### src/rtl/pwm_pkg.sv
package pwm_pkg;
  localparam int unsigned NFLAGS = 3;
  localparam int unsigned FLAG_PEAK = 0;
  localparam int unsigned FLAG_ZERO = 1;
  localparam int unsigned FLAG_CMP  = 2;

  localparam logic [1:0] SEL_CEIL = 2'd0;
  localparam logic [1:0] SEL_CMP  = 2'd1;
  localparam logic [1:0] SEL_MODE = 2'd2;
  localparam logic [1:0] SEL_CTRL = 2'd3;

  localparam logic [2:0] XFER_DIRECT    = 3'd0;
  localparam logic [2:0] XFER_ZERO      = 3'd1;
  localparam logic [2:0] XFER_PEAK      = 3'd2;
  localparam logic [2:0] XFER_BOTH      = 3'd3;
  localparam logic [2:0] XFER_ZERO_DOWN = 3'd4;
endpackage

### src/rtl/tri_counter.sv
module tri_counter #(
  parameter int unsigned W = 16
) (
  input  logic         clk,
  input  logic         rst_n,
  input  logic         tick,
  input  logic         preset,
  input  logic [W-1:0] ceil_val,
  output logic [W-1:0] cnt,
  output logic         going_down,
  output logic         peak_ev,
  output logic         zero_ev
);
  localparam logic [W-1:0] ONE = {{(W-1){1'b0}}, 1'b1};

  assign peak_ev = tick && !going_down && (cnt >= ceil_val);
  assign zero_ev = tick && (cnt == '0);

  always_ff @(posedge clk or negedge rst_n) begin
    if (!rst_n) begin
      cnt        <= '0;
      going_down <= 1'b0;
    end else if (preset) begin
      cnt        <= '0;
      going_down <= 1'b0;
    end else if (tick) begin
      if (ceil_val == '0) begin
        cnt        <= '0;
        going_down <= 1'b0;
      end else if (!going_down) begin
        if (cnt >= ceil_val) begin
          going_down <= 1'b1;
          cnt        <= cnt - ONE;
        end else begin
          cnt <= cnt + ONE;
        end
      end else if (cnt == '0) begin
        going_down <= 1'b0;
        cnt        <= ONE;
      end else begin
        cnt <= cnt - ONE;
      end
    end
  end

  assert_step_up_R1: assert property (@(posedge clk) disable iff (!rst_n)
    (tick && !preset && !going_down && ceil_val != '0 && cnt < ceil_val)
      |=> cnt == $past(cnt) + ONE);

  assert_hold_idle_R4: assert property (@(posedge clk) disable iff (!rst_n)
    (!tick && !preset) |=> $stable(cnt));

  assert_preset_R5: assert property (@(posedge clk) disable iff (!rst_n)
    preset |=> (cnt == '0 && !going_down));

  assert_zero_ceiling_R12: assert property (@(posedge clk) disable iff (!rst_n)
    (tick && !preset && ceil_val == '0) |=> cnt == '0);
endmodule

### src/rtl/cmp_shadow.sv
module cmp_shadow #(
  parameter int unsigned W = 16
) (
  input  logic         clk,
  input  logic         rst_n,
  input  logic         wr,
  input  logic [W-1:0] wr_val,
  input  logic [2:0]   mode,
  input  logic         zero_ev,
  input  logic         peak_ev,
  input  logic         going_down,
  output logic [W-1:0] active
);
  import pwm_pkg::*;

  logic [W-1:0] shadow;
  logic         direct;
  logic         xfer;

  always_comb begin
    direct = 1'b0;
    xfer   = 1'b0;
    case (mode)
      XFER_ZERO:      xfer = zero_ev;
      XFER_PEAK:      xfer = peak_ev;
      XFER_BOTH:      xfer = zero_ev || peak_ev;
      XFER_ZERO_DOWN: xfer = zero_ev && going_down;
      default:        direct = 1'b1;
    endcase
  end

  always_ff @(posedge clk or negedge rst_n) begin
    if (!rst_n) begin
      shadow <= '0;
      active <= '0;
    end else begin
      if (wr) shadow <= wr_val;
      if (direct && wr)  active <= wr_val;
      else if (xfer)     active <= shadow;
    end
  end

  assert_direct_load_R7: assert property (@(posedge clk) disable iff (!rst_n)
    (wr && (mode == XFER_DIRECT || mode > XFER_ZERO_DOWN)) |=> active == $past(wr_val));

  assert_no_idle_change_R8: assert property (@(posedge clk) disable iff (!rst_n)
    (!wr && !zero_ev && !peak_ev) |=> $stable(active));
endmodule

### src/rtl/evt_flags.sv
module evt_flags #(
  parameter int unsigned N = 3
) (
  input  logic         clk,
  input  logic         rst_n,
  input  logic [N-1:0] set,
  input  logic [N-1:0] clr,
  output logic [N-1:0] flags
);
  always_ff @(posedge clk or negedge rst_n) begin
    if (!rst_n) flags <= '0;
    else        flags <= (flags & ~clr) | set;
  end

  assert_set_wins_R6: assert property (@(posedge clk) disable iff (!rst_n)
    (set != '0) |=> ((flags & $past(set)) == $past(set)));

  assert_clear_R6: assert property (@(posedge clk) disable iff (!rst_n)
    (set == '0) |=> ((flags & $past(clr)) == '0));
endmodule

### src/rtl/updown_pwm_timer.sv
module updown_pwm_timer #(
  parameter int unsigned W = 16
) (
  input  logic         clk,
  input  logic         rst_n,
  input  logic         wr_en,
  input  logic [1:0]   wr_sel,
  input  logic [W-1:0] wr_data,
  input  logic         cnt_en,
  input  logic [2:0]   flag_clr,
  output logic [2:0]   flags,
  output logic         cmp_out,
  output logic [W-1:0] count
);
  import pwm_pkg::*;

  logic [W-1:0] ceil_q;
  logic [2:0]   mode_q;
  logic         run_q;
  logic         tick, preset, going_down, peak_ev, zero_ev;
  logic [W-1:0] active;
  logic [NFLAGS-1:0] set_vec;

  assign tick   = run_q && cnt_en;
  assign preset = wr_en && (wr_sel == SEL_CTRL) && wr_data[1];

  always_ff @(posedge clk or negedge rst_n) begin
    if (!rst_n) begin
      ceil_q <= '1;
      mode_q <= XFER_DIRECT;
      run_q  <= 1'b0;
    end else if (wr_en) begin
      case (wr_sel)
        SEL_CEIL: ceil_q <= wr_data;
        SEL_MODE: mode_q <= wr_data[2:0];
        SEL_CTRL: run_q  <= wr_data[0];
        default:  ;
      endcase
    end
  end

  tri_counter #(.W(W)) u_cnt (
    .clk(clk), .rst_n(rst_n), .tick(tick), .preset(preset), .ceil_val(ceil_q),
    .cnt(count), .going_down(going_down), .peak_ev(peak_ev), .zero_ev(zero_ev)
  );

  cmp_shadow #(.W(W)) u_cmp (
    .clk(clk), .rst_n(rst_n), .wr(wr_en && wr_sel == SEL_CMP), .wr_val(wr_data),
    .mode(mode_q), .zero_ev(zero_ev), .peak_ev(peak_ev), .going_down(going_down),
    .active(active)
  );

  always_comb begin
    set_vec            = '0;
    set_vec[FLAG_PEAK] = peak_ev;
    set_vec[FLAG_ZERO] = zero_ev;
    set_vec[FLAG_CMP]  = tick && (count == active);
  end

  evt_flags #(.N(NFLAGS)) u_flags (
    .clk(clk), .rst_n(rst_n), .set(set_vec), .clr(flag_clr), .flags(flags)
  );

  assign cmp_out = (count >= active);

  assert_flags_hold_R4: assert property (@(posedge clk) disable iff (!rst_n)
    (!tick && flag_clr == '0) |=> $stable(flags));
endmodule

### config.mk
export PLATFORM = sky130hd
export DESIGN_NAME = updown_pwm_timer
export DESIGN_NICKNAME = d
export VERILOG_FILES = /design/src/rtl/pwm_pkg.sv /design/src/rtl/tri_counter.sv /design/src/rtl/cmp_shadow.sv /design/src/rtl/evt_flags.sv /design/src/rtl/updown_pwm_timer.sv
export SDC_FILE = /design/constraint.sdc
export NUM_CORES = 1
export LEC_CHECK = 0
export ABC_AREA = 1
export ABC_CLOCK_PERIOD_IN_PS = 2450
export BUFFER_PORTS_ARGS = -buffer_cell sky130_fd_sc_hd__buf_2
export CELL_PAD_IN_SITES_DETAIL_PLACEMENT = 0
export CELL_PAD_IN_SITES_GLOBAL_PLACEMENT = 1
export CORE_ASPECT_RATIO = 1.25
export CORE_UTILIZATION = 44
export DETAILED_ROUTE_END_ITERATION = 10
export PLACE_DENSITY_LB_ADDON = 0.1
export SLEW_MARGIN = 30
export SYNTH_ARGS = -nofsm -noshare
export SYNTH_HDL_FRONTEND = slang
export SYNTH_SLANG_ARGS = --single-unit
export TNS_END_PERCENT = 30
### constraint.sdc
create_clock -name clk -period 2.45 [get_ports clk]
set_input_delay 0.49 -clock clk [delete_from_list [all_inputs] [get_ports clk]]
set_output_delay 0.49 -clock clk [all_outputs]
set_load 0.03 [all_outputs]
Word level (Yosys, flattened, before mapping). Index checks and enable logic that the tools add are counted.

Equal/unequal tests: 8. Reductions and logical operators: 21. Muxes and demuxes: 16. Add/sub/neg operators: 2. Bitwise logic cells: 3. Magnitude comparators: 2.

Operators by type and width (count): $mux W16 (8); $ge A16 B16 Y1 (2); $logic_not A16 Y1 (2); $add A16 B1 Y16 const B (1); $eq A16 B16 Y1 (1); $sub A16 B1 Y16 const B (1); $logic_and A1 B1 Y1 (10); $mux W1 (7); $eq A3 B2 Y1 const B (2); $reduce_and A2 Y1 (3); $eq A2 B2 Y1 const B (2); $pmux W1 S4 (1); $reduce_bool A2 Y1 (2); $reduce_or A4 Y1 (1); $and A3 B3 Y3 (1); $eq A3 B1 Y1 const B (1); $eq A3 B3 Y1 const B (1); $not A3 Y3 (1); $or A3 B3 Y3 (1); $eq A2 B1 Y1 const B (1); $logic_not A2 Y1 (1); $logic_not A1 Y1 (1); $logic_or A1 B1 Y1 (1).

Bits in registers: 72. Output and inout bits: 20. Bits of input ports: 25.

Depth between registers and ports, before layout. Gate-level depths: netlist (run 1).

Depth after elaboration: 7. Depth in mapped cells: 16.

Modules after synthesis. A second synthesis (run 1) with hierarchy kept.

Cells, all modules: 652. Area total of the unflattened synthesis: 5287.6 µm².

By module, submodules not included: tri_counter (cells each 332, area an instance 2292.2 µm², times used 1); cmp_shadow (cells each 167, area an instance 1609.0 µm², times used 1); updown_pwm_timer (cells each 138, area an instance 1266.2 µm², times used 1); evt_flags (cells each 15, area an instance 120.1 µm², times used 1).

Worst setup path after synthesis (run 1). OpenSTA, ideal clock, no wires.

Kind: reg-to-output. Start point: register u_cnt.cnt[15]. End point: output port cmp_out. Buffers on the path: 0. Setup slack: 332 ps. Required time: 1960 ps. Stages on the path, launching flop included: 8. Data arrival time: 1628 ps. Path through: dfrtp_1 > ha_1 > nand2_1 > inv_1 > nand3_1 > nor3_1 > nand3_1 > nand3_1.

Longest elaborated chain between the ends: 1.

Ends and longest elaborated chain: start, declared (RTL line tri_counter.sv:9) `output logic [W-1:0] cnt,`; start signal, assigned (RTL line tri_counter.sv:33) `cnt <= cnt - ONE;`; start signal, assigned (RTL line tri_counter.sv:35) `cnt <= cnt + ONE;`; start signal, assigned (RTL line tri_counter.sv:41) `cnt <= cnt - ONE;`; $ge A16 B16 Y1 (RTL line updown_pwm_timer.sv:64) `assign cmp_out = (count >= active);`; end, declared (RTL line updown_pwm_timer.sv:12) `output logic cmp_out,`.

No other way between the ends.

Final worst setup path (run 1).
Start point: register u_cnt.cnt[13]. End point: output port cmp_out.

The elaborated chain is that of the path after synthesis.

==> results of run 1 <==
stage by stage:
step / utilization / instances
2_1_floorplan: - / 648
3_3_place_gp: 0.4900 / 819
3_5_place_dp: 0.4900 / 819
4_1_cts: 0.5222 / 837
5_1_grt: 0.5284 / 844
6_report: 0.5284 / 844
cells by family (layout without fill, tap and decap cells):
group | after synthesis | after routing | share of synthesized area
flops | 72 | 72 | 0.3716
xor+xnor | 26 | 26 | 0.04645
simple gates | 314 | 314 | 0.2922
compound gates | 83 | 83 | 0.08908
buf+inv | 119 | 183 | 0.1138
fa+ha+maj | 34 | 34 | 0.08678
flip-flops by register name, summed over array words and instances (netlist names):
register and cells:
ceil_q 16, u_cmp.active 16, u_cmp.shadow 16, u_cnt.cnt 16
mode_q 3, u_flags.flags 3, run_q 1, u_cnt.going_down 1
worst min path at each step:
stage                                               to  slack [ns]                          from
after global routing          u_cnt.cnt[5]$_DFFE_PN0P_        0.14                         rst_n
final                         u_cnt.cnt[5]$_DFFE_PN0P_        0.11                         rst_n
after CTS                     u_cnt.cnt[5]$_DFFE_PN0P_        0.13                         rst_n
after global placement    u_cmp.shadow[12]$_DFFE_PN0P_        0.47  u_cmp.shadow[12]$_DFFE_PN0P_
after detailed placement  u_cmp.shadow[12]$_DFFE_PN0P_        0.47  u_cmp.shadow[12]$_DFFE_PN0P_
after floorplan                  mode_q[0]$_DFFE_PN0P_        0.19                         rst_n
per-layer routing:
| metal | share of wire | GRT usage | vias up |
|---|---|---|---|
| li1 | - | - | 2189 |
| met1 | 0.46 | 0.2983 | 1946 |
| met2 | 0.49 | 0.3892 | 56 |
| met3 | 0.032 | 0.03866 | 16 |
| met4 | 0.016 | 0.06801 | 0 |
| met5 | 0 | 0 | - |
where the power goes:
group	switching (mW)	internal (mW)	leakage [nW]	total, mW
sequential	0.273	1.54	0.878	1.82
clock	0.542	0.826	0.147	1.37
combinational	2.12	1.28	2.01	3.40
total	2.93	3.65	3.04	6.58
layout make-up:
class,instances,area (um2),area share
timing repair buffer,75,471.7,0.08328
inverter,92,345.3,0.06097
clock inverter,5,63.81,0.01127
clock buffer,11,242.7,0.04285
tap,132,165.2,0.02916
multi-input combinational,457,2549,0.4500
sequential,72,1827,0.3225
placed cells by master (no fill, tap or decap), types with 10 or more instances in the layout:
cell,netlist,routed
nand2_1,200,200
inv_1,86,85
o21ai_0,59,59
dfrtp_1,56,52
buf_2,5,43
ha_1,34,34
nand3_1,34,31
buf_4,1,30
nor2_1,29,29
nand4_1,24,24
xor2_1,23,23
a21oi_1,17,17
dfstp_2,16,16
nor3_1,11,10
timing repair:
item                                    in CTS  in global routing
resized for setup                            7                  5
pin swaps                                    2                  3
endpoints found under the setup margin       1                  1
setup buffers                                2                  7
==> flow_summary.yaml, run 1 <==
outcome:
  status: "finished clean"
setup_path:
  critical_path.n_buffers_inverters: 1
  critPathCapture: "cmp_out"
  timing.critical_path.depth: 6
  critical_path_class: "flip-flop to output port"
  r2r-start: "ceil_q[11]$_DFFE_PN1P_"
  worst_path_max_delay_cell: "dfrtp_2"
  critPathLaunch: "u_cnt.cnt[13]$_DFFE_PN0P_"
  worst_ep_arrival_time_ns: 1.87
  critPathMostFrequentCell: "a21oi_1"
  worst_path_dominant_cell_family: "flip-flops"
  regToRegSetupSlack_ns: 0.23
  worst_r2r_path_depth: 10
  cells_along_the_critical_path: "ha_1, a21oi_1, o21ai_0, a21oi_1, nand3_2, buf_6"
  critical_path.reg2reg.endpoint: "u_cmp.active[4]$_DFFE_PN0P_"
  cp.required_ns: 1.96
  critical_path_peak_fanout: 7
  endpoint_kind: "output port"
  worst_path_largest_cell_delay_ns: 0.46
  worstSetupStartpointType: "flip-flop"
place:
  port-buffer-count: 44
  dpl.hpwl_mm: 9.219
  gp_congestion: 0.8589
  place_area_mm2: 0.005253
  post-place-ws_ns: 0.07466
layout:
  design_area_mm2: 0.005664
  diodes: 0
  fill_cells: 1073
  post_route_cells_drive_above_1_share: 0.1952
  net_count_of_the_finished_layout: 766
  flow.area_growth_from_synthesis_pct: 15.54
clock_network:
  cts_hold_buf: 0
  cts_buffer_count: 9
  clock_tree.root_cell: "clkbuf_16"
  tritoncts: "done"
  max-clock-path-buffers: 2
  h-tree-depth: 3
  clk_transition_reported_paths_ns: 0.06
  clkLatencyLatePin_ns: 0.33
  numClockSinks: 72
route:
  remaining_drc_errors: 0
  detail-route-antenna-nets: 0
  detailedRoute.firstPassIterationCount: 4
  route.final.wire_length_mm: 12.04
  initialDrtViolationCount: 187
  drt-vias-per-instance: 4.985
  dr_total_vias: 4207
  routed_wire_length_per_instance_um: 14.26
die:
  die_w_um: 96.41
  die_y_um: 120.0
  start_util: 0.4573
  ioPinCount: 45
  floorplan.core_area_mm2: 0.01072
  num_rows: 42
  fp.dieArea_mm2: 0.01157
yosys:
  part_of_the_yosys_area_used_for_sequential_elements: 0.3716
  netlist-cell-type-count: 36
  synthesized_instance_count: 648
  synthesis.area_per_instance_um2: 7.565
  synth_top_cells_by_count: "nand2_1 (200), inv_1 (86), o21ai_0 (59)"
  yosysWarningCount: 0
  fraction_of_registers_with_async_set_reset: 1.000
  synth.largest_area_cell: "dfrtp_1"
  ys_dominant_reg_cell: "dfrtp_1"
  yosysTopAreaCellShare: 0.2859
  netlist_area_mm2: 0.004902
  synth_nets: 707
  ys_top_cells_by_area: "dfrtp_1 (29%), nand2_1 (15%), ha_1 (8.7%), dfstp_2 (8.6%), inv_1 (6.6%)"
  yosysMostFrequentCell: "nand2_1"
  synth.ff_latch_count: 72
  synth_edf_count: 0
hold_path:
  holdCritPathClass: "input pin to async pin"
sta:
  setup_viol_count_final: 0
  worst_relative_slew_slack: 0.5882
  holdWs_ns: 0.1128
  tightest_slew_ns: 0.6170
  fin_crit_sh: 0.9645
  maxSlewViolCount: 0
  final_hold_violation_count: 0
  clock-skew-final_ns: 0.007439
  finalWorstPathRequiredPeriod_ns: 2.363
  postLayoutSetupSlackWorst_ns: 0.08690
  final.setup.tns_ns: 0
  max_freq_mhz: 423.2
global_routing:
  grtUsageTotal: 0.2304
  global_route_wire_length_before_repair_mm: 20.24
  antenna_found_initial: 0
  first_global_vias: 4109
  grt_max_degree: 50
  global_route.overflow_total: 0
pwr:
  power_density_mw_per_mm2: 1162
  p_leak_nw: 3.039
  worst_ir_drop_vdd_mv: 0.4832
  power.total_mw: 6.584
run:
  maximum_capacitance_violations: 0
(Power assumes the default switching activity.)
==> run 2: changes to the inputs <==
- ABC_CLOCK_PERIOD_IN_PS: 2450 -> unset
- CTS_BUF_LIST: unset -> sky130_fd_sc_hd__clkbuf_4 sky130_fd_sc_hd__clkbuf_8 sky130_fd_sc_hd__clkbuf_16
==> flow_summary.yaml, run 2 (synthesis results as in run 1) <==
global_routing:
  grtUsageTotal: 0.2304
  global_route_wire_length_before_repair_mm: 20.24
  antenna_found_initial: 0
  global_route.overflow_total: 0
  grt_max_degree: 50
  first_global_vias: 4109
place:
  port-buffer-count: 44
  gp_congestion: 0.8589
  place.detailed.instances: 819
  dpl.hpwl_mm: 9.219
route:
  routed_wire_length_per_instance_um: 14.27
  detail-route-antenna-nets: 0
  initialDrtViolationCount: 195
  route.final.wire_length_mm: 12.04
  dr_total_vias: 4204
  detailedRoute.firstPassIterationCount: 4
  drt-vias-per-instance: 4.981
  remaining_drc_errors: 0
run:
  maximum_capacitance_violations: 0
die:
  die_w_um: 96.41
  start_util: 0.4573
  die_y_um: 120.0
  fp.dieArea_mm2: 0.01157
  num_rows: 42
  ioPinCount: 45
  floorplan.core_area_mm2: 0.01072
setup_path:
  cp.required_ns: 1.96
  endpoint_kind: "output port"
  critPathMostFrequentCell: "a21oi_1"
  critical_path_class: "flip-flop to output port"
  critical_path_peak_fanout: 7
  worstSetupStartpointType: "flip-flop"
  worst_path_max_delay_cell: "dfrtp_2"
  worst_ep_arrival_time_ns: 1.87
  worst_path_largest_cell_delay_ns: 0.46
  cells_along_the_critical_path: "ha_1, a21oi_1, o21ai_0, a21oi_1, nand3_2, buf_6"
sta:
  clock-skew-final_ns: 0.007439
  worst_relative_slew_slack: 0.5882
  maxSlewViolCount: 0
  final_hold_violation_count: 0
  setup_viol_count_final: 0
  max_freq_mhz: 423.2
  tightest_slew_ns: 0.6170
  finalWorstPathRequiredPeriod_ns: 2.363
  holdWs_ns: 0.1127
  fin_crit_sh: 0.9646
clock_network:
  clock_tree.root_cell: "clkbuf_16"
  numClockSinks: 72
  clk_transition_reported_paths_ns: 0.06
  h-tree-depth: 3
  cts_buffer_count: 9
  cts_hold_buf: 0
  max-clock-path-buffers: 2
  tritoncts: "done"
  clkLatencyLatePin_ns: 0.33
layout:
  net_count_of_the_finished_layout: 766
  flow.area_growth_from_synthesis_pct: 15.62
  post_route_cells_drive_above_1_share: 0.1966
  post_layout_nonfiller_instances: 844
  final_common_cell: "nand2_1"
  most-common-layout-cells: "nand2_1 (200), inv_1 (85), o21ai_0 (59)"
  fill_cells: 1073
  diodes: 0
pwr:
  power_density_mw_per_mm2: 1164
  p_leak_nw: 3.042
  worst_ir_drop_vdd_mv: 0.4835
outcome:
  status: "finished clean"
hold_path:
  holdCritPathClass: "input pin to async pin"
[run 2: area by class of cell]
| cell class | count | area [um2] | area share |
|---|---|---|---|
| multi-input cells | 457 | 2549 | 0.4497 |
| flip-flops and latches | 72 | 1827 | 0.3223 |
| repair buffers | 75 | 471.7 | 0.08322 |
| inverters | 92 | 345.3 | 0.06093 |
| clock buffers | 11 | 246.5 | 0.04349 |
| well taps | 132 | 165.2 | 0.02914 |
| clock inverters | 5 | 63.81 | 0.01126 |
[run 2: final timing paths]
check / startpoint / end / slack [ns] / depth (start not counted)
worst max-delay path: u_cnt.cnt[13]$_DFFE_PN0P_ / cmp_out / 0.09 / 6
worst min-delay path: rst_n / u_cnt.cnt[5]$_DFFE_PN0P_ / 0.11 / 1
worst max register to register: ceil_q[11]$_DFFE_PN1P_ / u_cmp.active[4]$_DFFE_PN0P_ / 0.24 / 10
worst min register to register: u_cmp.shadow[3]$_DFFE_PN0P_ / u_cmp.shadow[3]$_DFFE_PN0P_ / 0.48 / 2
max in group asynchronous: rst_n / ceil_q[10]$_DFFE_PN1P_ / 1.65 / 2
min in group clk: flag_clr[1] / u_flags.flags[1]$_DFF_PN0_ / 0.32 / 2
[run 2: through the flow]
step	utilization	total power, mW	instance area, um2	setup WS [ns]	TNS [ns]
4_1_cts	0.5225	6.563	5602	0.002035	0
3_5_place_dp	0.4900	5.082	5253	0.07466	0
3_3_place_gp	0.4900	5.019	5253	0.06332	0
2_1_floorplan	-	4.213	4902	0.3319	0
5_1_grt	0.5287	7.180	5668	-0.006183	-0.006183
6_report	0.5287	6.597	5668	0.08685	0
[run 2: what timing repair did]
item | 4_1_cts | 5_1_grt
endpoints found under the hold margin | 0 | 0
resized for setup | 7 | 5
pin swaps | 2 | 3
setup endpoints to repair | 1 | 1
buffers inserted | 2 | 7
[run 2: critical path: cells and delay by family, from the launching register on]
family	cells	cell delay, ns
flip-flops	1	0.46
AO/OA/AOI/OAI	3	0.44
adder cells (fa/ha/maj)	1	0.34
buffers and inverters	1	0.16
AND/OR/NAND/NOR	1	0.14
[run 2: routing by layer]
metal,vias to the layer above,track usage,part of all wire
met4,0,0.06801,0.016
met5,-,0,0
li1,2188,-,-
met1,1944,0.2983,0.46
met3,16,0.03866,0.032
met2,56,0.3892,0.49
[run 2: where the power goes]
group / total [mW] / switching [mW] / internal (mW)
logic: 3.40 / 2.12 / 1.28
registers: 1.82 / 0.273 / 1.54
clock network: 1.38 / 0.544 / 0.837
==> run 3: changes to the inputs <==
- BUFFER_PORTS_ARGS: -buffer_cell sky130_fd_sc_hd__buf_2 -> -buffer_cell sky130_fd_sc_hd__buf_4
==> flow_summary.yaml, run 3 (synthesis results as in run 1) <==
layout:
  post_route_cells_drive_above_1_share: 0.1946
  diodes: 0
  most-common-layout-cells: "nand2_1 (200), inv_1 (85), buf_4 (67)"
  design_area_mm2: 0.005829
  net_count_of_the_finished_layout: 763
  regArea_mm2: 0.001826
  final_common_cell: "nand2_1"
  fill_cells: 1059
  multi_input_comb_area_mm2: 0.002564
  flow.area_growth_from_synthesis_pct: 18.91
setup_path:
  endpoint_kind: "output port"
  critical_path_peak_fanout: 2
  worstSetupStartpointType: "flip-flop"
  r2r-start: "ceil_q[13]$_DFFE_PN1P_"
  critical_path_class: "flip-flop to output port"
  worst_r2r_path_depth: 10
  regToRegSetupSlack_ns: 0.16
  critical_path.reg2reg.endpoint: "u_cmp.active[7]$_DFFE_PN0P_"
  cp.required_ns: 1.96
  worst_ep_arrival_time_ns: 1.88
  critPathLaunch: "u_cnt.cnt[15]$_DFFE_PN0P_"
  critPathCapture: "cmp_out"
route:
  route.final.wire_length_mm: 12.30
  detailedRoute.firstPassIterationCount: 7
  detail-route-antenna-nets: 0
  remaining_drc_errors: 0
  drt-vias-per-instance: 4.998
  dr_total_vias: 4203
  initialDrtViolationCount: 108
  routed_wire_length_per_instance_um: 14.62
die:
  start_util: 0.4573
  floorplan.core_area_mm2: 0.01072
  num_rows: 42
  die_w_um: 96.41
  fp.dieArea_mm2: 0.01157
  die_y_um: 120.0
  ioPinCount: 45
global_routing:
  grt_max_degree: 37
  antenna_found_initial: 0
  grtUsageTotal: 0.2310
  first_global_vias: 4024
  global_route.overflow_total: 0
  global_route_wire_length_before_repair_mm: 20.09
clock_network:
  clk_transition_reported_paths_ns: 0.06
  h-tree-depth: 3
  clkLatencyLatePin_ns: 0.34
  numClockSinks: 72
  max-clock-path-buffers: 2
  clock_tree.root_cell: "clkbuf_16"
  cts_buffer_count: 9
  tritoncts: "done"
pwr:
  p_leak_nw: 3.085
  power_density_mw_per_mm2: 1190
  worst_ir_drop_vdd_mv: 0.4537
sta:
  clock-skew-final_ns: 0.007481
  max_freq_mhz: 422.4
  tightest_slew_ns: 0.5851
  worst_relative_slew_slack: 0.6095
  setup_viol_count_final: 0
  final_hold_violation_count: 0
  final.setup.tns_ns: 0
  fin_crit_sh: 0.9662
  grt_setup_unrepaired: "false"
  finalWorstPathRequiredPeriod_ns: 2.367
  maxSlewViolCount: 0
run:
  maximum_capacitance_violations: 0
place:
  dpl.hpwl_mm: 9.382
  place_area_mm2: 0.005383
  port-buffer-count: 44
  gp_congestion: 0.8501
hold_path:
  holdCritPathClass: "input pin to async pin"
outcome:
  status: "finished clean"
## run 3: changes by cell type in the layout (fill, tap and decap cells not counted), moves of 2 or more
cell,delta
buf_2,-43
buf_4,+37
buf_6,+2
bufinv_16,+2
## run 3: worst min path at each step
stage	start	endpoint	slack, ns	cells after the start
global route	rst_n	u_cmp.active[3]$_DFFE_PN0P_	0.15	1
floorplan	rst_n	mode_q[0]$_DFFE_PN0P_	0.19	0
global placement	u_cmp.shadow[15]$_DFFE_PN0P_	u_cmp.shadow[15]$_DFFE_PN0P_	0.47	2
finish	rst_n	u_cmp.active[7]$_DFFE_PN0P_	0.12	1
CTS	rst_n	u_cmp.active[7]$_DFFE_PN0P_	0.13	1
detailed placement	u_cmp.shadow[9]$_DFFE_PN0P_	u_cmp.shadow[9]$_DFFE_PN0P_	0.47	2
## run 3: report_power, final
| group | switching, mW | internal, mW | leakage [nW] |
|---|---|---|---|
| combinational | 2.17 | 1.39 | 2.03 |
| clock | 0.561 | 1.01 | 0.172 |
| sequential | 0.270 | 1.54 | 0.879 |
## run 3: worst max-delay path, stage by stage (launching register included)
cell	delay (ns)
dfrtp_2	0.41
ha_1	0.31
nand2_1	0.08
inv_1	0.05
nand3_2	0.10
inv_1	0.05
a21oi_1	0.24
nand3_2	0.14
buf_6	0.16
## run 3: area by class of cell
cell class              count  area share
clock buffers               9     0.03863
flip-flops and latches     72      0.3132
repair buffers             72     0.09895
well taps                 132     0.02833
multi-input cells         457      0.4398
clock inverters             7     0.02189
inverters                  92     0.05924
## run 3: what timing repair did
action	4_1_cts	5_1_grt
endpoints found under the setup margin	1	7
pin swaps	4	6
resized for setup	7	7
hold buffers	0	0
buffers inserted	2	3
## run 3: per-layer routing
metal,global-route usage,vias up,part of all wire
met4,0.08915,0,0.024
met3,0.03929,17,0.036
met5,0,-,0
li1,-,2181,-
met1,0.3050,1933,0.46
met2,0.3732,72,0.48
## run 3: stage by stage
step                utilization  std cells  power (mW)  hold WS [ns]  setup WS [ns]
detailed placement       0.5021        820       5.238        0.4735        0.09013
floorplan                     -        648       4.213        0.1944         0.3319
CTS                      0.5387        838       6.904        0.1261      0.0008105
global placement         0.5021        820       5.158        0.4676        0.05690
global route             0.5438        841       7.495        0.1463       0.001029
finish                   0.5438        841       6.939        0.1163        0.08275
